`src/rtl/sar_conv_sequencer.sv`:
```
module sar_conv_sequencer #(
  parameter int RES = 12,
  parameter int CHW = 3
) (
  input  logic           clk,
  input  logic           rst_n,
  input  logic           shdn_n,
  input  logic           acq_stb,
  input  logic [CHW-1:0] chan_sel,
  input  logic           range_sel,
  input  logic           bipolar,
  input  logic [1:0]     pd_sel,
  input  logic           conv_stb,
  input  logic           wake_stb,
  input  logic           cmp_in,
  output logic           track_en,
  output logic [CHW-1:0] mux_sel,
  output logic           range_hi,
  output logic [RES-1:0] dac_code,
  output logic           busy,
  output logic [RES-1:0] result,
  output logic [1:0]     pwr_mode
);
  localparam int SW = $clog2(RES);
  localparam logic [1:0] PM_NORM = 2'b00;
  localparam logic [1:0] PM_FULL = 2'b11;

  logic [RES-1:0] sar_q;
  logic [SW-1:0]  step_q;
  logic           bip_q;
  logic [1:0]     pd_q, pwr_q;

  wire acq_ok  = acq_stb && !busy && (pwr_q == PM_NORM);
  wire conv_ok = conv_stb && track_en;

  wire [RES-1:0] bit_mask = RES'(1) << step_q;
  wire [RES-1:0] decided  = cmp_in ? sar_q : (sar_q & ~bit_mask);
  wire [RES-1:0] next_try = (step_q == '0) ? decided : (decided | (bit_mask >> 1));

  assign dac_code = sar_q;
  assign pwr_mode = shdn_n ? pwr_q : PM_FULL;

  always_ff @(posedge clk or negedge rst_n) begin
    if (!rst_n) begin
      track_en <= 1'b0;
      mux_sel  <= '0;
      range_hi <= 1'b0;
      busy     <= 1'b0;
      result   <= '0;
      sar_q    <= '0;
      step_q   <= '0;
      bip_q    <= 1'b0;
      pd_q     <= PM_NORM;
      pwr_q    <= PM_NORM;
    end else if (!shdn_n) begin
      track_en <= 1'b0;
      busy     <= 1'b0;
      sar_q    <= '0;
      step_q   <= '0;
      pwr_q    <= PM_NORM;
    end else begin
      if (acq_ok) begin
        track_en <= 1'b1;
        mux_sel  <= chan_sel;
        range_hi <= range_sel;
        bip_q    <= bipolar;
        pd_q     <= pd_sel;
      end
      if (conv_ok) begin
        track_en <= 1'b0;
        busy     <= 1'b1;
        sar_q    <= {1'b1, {(RES-1){1'b0}}};
        step_q   <= SW'(RES-1);
      end else if (busy) begin
        sar_q  <= next_try;
        step_q <= step_q - 1'b1;
        if (step_q == '0) begin
          busy   <= 1'b0;
          result <= {decided[RES-1] ^ bip_q, decided[RES-2:0]};
          if (pd_q[1]) pwr_q <= pd_q;
        end
      end
      if (wake_stb && !busy && (pwr_q != PM_NORM)) pwr_q <= PM_NORM;
    end
  end
endmodule


```
`config.mk`:
```
export PLATFORM = sky130hd
export DESIGN_NAME = sar_conv_sequencer
export DESIGN_NICKNAME = d
export VERILOG_FILES = /design/src/rtl/sar_conv_sequencer.sv
export SDC_FILE = /design/constraint.sdc
export NUM_CORES = 1
export LEC_CHECK = 0
export BUFFER_PORTS_ARGS = -buffer_cell sky130_fd_sc_hd__buf_2
export CAP_MARGIN = 10
export CORE_MARGIN = 4
export CORE_UTILIZATION = 37
export CTS_BUF_LIST = sky130_fd_sc_hd__clkbuf_4
export CTS_CLUSTER_DIAMETER = 50
export DETAILED_ROUTE_END_ITERATION = 7
export SLEW_MARGIN = 20
export SYNTH_ARGS = -nofsm -noshare
export SYNTH_HDL_FRONTEND = slang
export SYNTH_SLANG_ARGS = --single-unit
```
`constraint.sdc`:
```
create_clock -name clk -period 3.3 [get_ports clk]
set_input_delay 0.66 -clock clk [delete_from_list [all_inputs] [get_ports clk]]
set_output_delay 0.66 -clock clk [all_outputs]
set_load 0.02 [all_outputs]
```
==> impl_metrics.csv <==
group,metric,value,unit
sta,slew_violations,0,
setup_path,cp_max_fo,8,
sta,finalHoldViolCount,0,
setup_path,timing.rr.start,"step_q[0]$_DFFE_PN0P_",
sta,skew,0.00915,ns
synthesis,ys.warnings.count,0,
setup_path,worstSetupPathType,"register to register",
sta,setup_viol_count_final,0,
global_route,antenna_found_initial,0,
synthesis,syn_inst,176,
layout,fin_nets,241,
cts,clock-sinks,39,
place,hpwl,3140,µm
cts,cts_tree,"done",
cts,numCtsBuffers,5,
power_and_ir_drop,power_frac_seq,0.541,
synthesis,syn_area,0.00197,mm²
routing,wl_per_cell,15.0,µm
synthesis,synth_ff_type,"dfrtp_1",
layout,syn_to_final_growth,16.6,%
global_route,grt_usage,0.143,
cts,clock_tree.buffer_depth,2,
setup_path,r2r_cells,6,
cts,cts_repair_resize_count,0,
power_and_ir_drop,internal-power,0.723,mW
die,die_x,81.1,µm
cts,cts_max_level,2,
place,place_congestion,0.729,
synthesis,seq_area_frac_synth,0.494,
sta,final.setup.tns,0,ns
sta,tightest_slew,0.858,ns
power_and_ir_drop,leakage,1.05,nW
place,port_buffers,45,
routing,drt-initial-drc-count,43,
routing,vias,1522,
synthesis,syn-num-nets,195,
die,die_y,81.1,µm
setup_path,cp-start-kind,"register",
synthesis,synth_edf_count,0,
cts,path_clk_slew,0.11,ns
outcome,status,"finished clean",
setup_path,rrSetupSlack,0.98,ns
power_and_ir_drop,swShare,0.323,
routing,dr.pass1.iters,4,
routing,drtAntennaViolNets,0,
setup_path,crit_start,"step_q[0]$_DFFE_PN0P_",
sta,fin_crit,2.32,ns
global_route,overflow,0,
power_and_ir_drop,power_switching,0.345,mW
sta,min_period_over_period,0.702,
setup_path,r2r-end,"result[0]$_DFFE_PN0P_",
routing,routed_wirelength,4370,µm
synthesis,synthArstFlopShare,1.00,
power_and_ir_drop,power_frac_comb,0.248,
worst_hold_path,hold_path_class,"input port to asynchronous set/reset pin",
layout,num_antenna_cells,0,
power_and_ir_drop,irDropWorstVdd,199,µV
cts,ctsHoldBuffers,0,
cts,cts_setup_buffers,0,
routing,drcViolationCount,0,
power_and_ir_drop,p_clk_frac,0.211,
die,die_area,0.00657,mm²
synthesis,ys_types,41,
sta,slew_headroom,0.428,
setup_path,end_kind,"register",
die,ios,46,
global_route,grt_pass1_vias,1525,
run,max_cap_violations,0,
sta,fmax,432,MHz
die,core_area,0.00514,mm²
global_route,grt_pass1_wl,7270,µm
die,start_util,0.384,
cts,insertion_delay,0.34,ns
layout,layout-drive-gt1-share,0.312,
setup_path,arrival,2.58,ns
synthesis,ys_ff_latch,39,
power_and_ir_drop,power_per_cell_area,464,mW/mm²
layout,fillers,555,
sta,whs,0.416,ns
cts,cts_root_buffer,"clkbuf_4",
setup_path,critPathCapture,"result[0]$_DFFE_PN0P_",
die,row_count,26,
global_route,grt_max_degree,40,
setup_path,cp.required,3.57,ns
routing,via_per_inst,5.23,
synthesis,synth_area_per_cell,11.2,µm²
sta,rsz0062_at_grt,"no",
-- synthesized netlist by cell type, drive strengths merged (2+ instances only) --
master / instances / area share
a22oi: 7 / 0.027
nor3: 3 / 0.013
or4bb: 2 / 0.011
inv: 13 / 0.025
o21ai: 4 / 0.010
mux2: 10 / 0.057
or3: 2 / 0.0063
clkbuf: 3 / 0.0057
or4b: 5 / 0.025
nand2: 13 / 0.025
o31ai: 2 / 0.0076
nand4bb: 2 / 0.011
mux2i: 9 / 0.046
nor2: 7 / 0.013
xnor2: 2 / 0.0089
nor2b: 3 / 0.0095
a21oi: 3 / 0.0076
buf: 4 / 0.013
a32o: 2 / 0.010
dfrtp: 39 / 0.49
and2: 3 / 0.0095
ha: 5 / 0.032
nand2b: 3 / 0.0095
o2bb2ai: 7 / 0.031
a31oi: 5 / 0.016
a21boi: 6 / 0.023
-- flip-flops by register name (all words and copies together) (netlist names) --
register  count
track_en      1
pd_q          2
result       12
dac_code     12
pwr_q         2
bip_q         1
step_q        4
busy          1
range_hi      1
mux_sel       3
-- power by group through the flow --
| stage | registers, mW | clock network [mW] | logic (mW) |
|---|---|---|---|
| detailed placement | 0.587 | 0 | 0.269 |
| finish | 0.577 | 0.225 | 0.265 |
| floorplan | 0.631 | 0 | 0.126 |
| global placement | 0.586 | 0 | 0.267 |
| global route | 0.585 | 0.259 | 0.294 |
| CTS | 0.578 | 0.237 | 0.270 |
-- kinds of logic (layout without fill, tap and decap cells) --
family          count (synthesis)  in the layout  share of synthesized area
xor+xnor                        3              3                     0.0133
flops                          39             39                      0.494
compound gates                 41             41                      0.153
buf+inv                        20             65                     0.0437
fa+ha+maj                       5              5                     0.0317
simple gates                   49             49                      0.161
mux                            19             19                      0.103
-- area by class of cell --
cell class                 instances  area, µm²  area share
inverter                          13       48.8      0.0212
timing repair buffer              46        233       0.101
multi-input combinational        117        912       0.396
clock buffer                       6       45.0      0.0196
tap                               70       87.6      0.0380
sequential                        39        976       0.424
-- critical path, cell delays in order (launching register included) --
cell,delay (ns)
dfrtp_1,0.45
inv_1,0.13
ha_1,0.34
or3b_4,0.45
nor3_4,0.43
buf_4,0.25
mux2i_1,0.19
-- cell usage in the layout, fill, tap and decap left out, types with 3 or more instances in the layout --
cell        n
a31oi_1     5
ha_1        5
a22oi_1     7
nor2b_1     3
clkbuf_4    6
nand2_1    13
mux2i_1     9
a21oi_1     3
nand2b_1    3
o2bb2ai_1   7
a21boi_0    6
mux2_2     10
buf_2      45
or4b_2      4
nor2_1      7
and2_1      3
inv_1      13
o21ai_0     4
dfrtp_1    39
-- worst min-delay path by stage --
| stage | from | cells after the start | to | slack, ns |
|---|---|---|---|---|
| global route | rst_n | 1 | step_q[3]$_DFFE_PN0P_ | 0.49 |
| CTS | rst_n | 1 | step_q[0]$_DFFE_PN0P_ | 0.45 |
| global placement | mux_sel[0]$_DFFE_PN0P_ | 1 | mux_sel[0]$_DFFE_PN0P_ | 0.49 |
| finish | rst_n | 1 | result[2]$_DFFE_PN0P_ | 0.42 |
| detailed placement | result[6]$_DFFE_PN0P_ | 1 | result[6]$_DFFE_PN0P_ | 0.49 |
| floorplan | rst_n | 0 | bip_q$_DFFE_PN0P_ | 0.36 |
-- per-layer routing --
layer / wire, µm / GRT usage / vias up
met5: 0 / 0 / -
met3: 289 / 0.0421 / 5
met4: 36 / 0.0304 / 0
met2: 2020 / 0.241 / 52
li1: - / - / 731
met1: 2020 / 0.183 / 734
-- metrics by stage --
stage | instance area (µm²) | instances | total power [mW] | setup WS [ns] | utilization
2_1_floorplan | 1970 | 176 | 0.757 | 1.29 | -
3_3_place_gp | 2260 | 285 | 0.853 | 1.07 | 0.439
3_5_place_dp | 2260 | 285 | 0.856 | 0.980 | 0.439
4_1_cts | 2300 | 291 | 1.09 | 0.945 | 0.448
5_1_grt | 2300 | 291 | 1.14 | 0.846 | 0.448
6_report | 2300 | 291 | 1.07 | 0.984 | 0.448
Note: power is estimated with default switching activity, not from simulation.
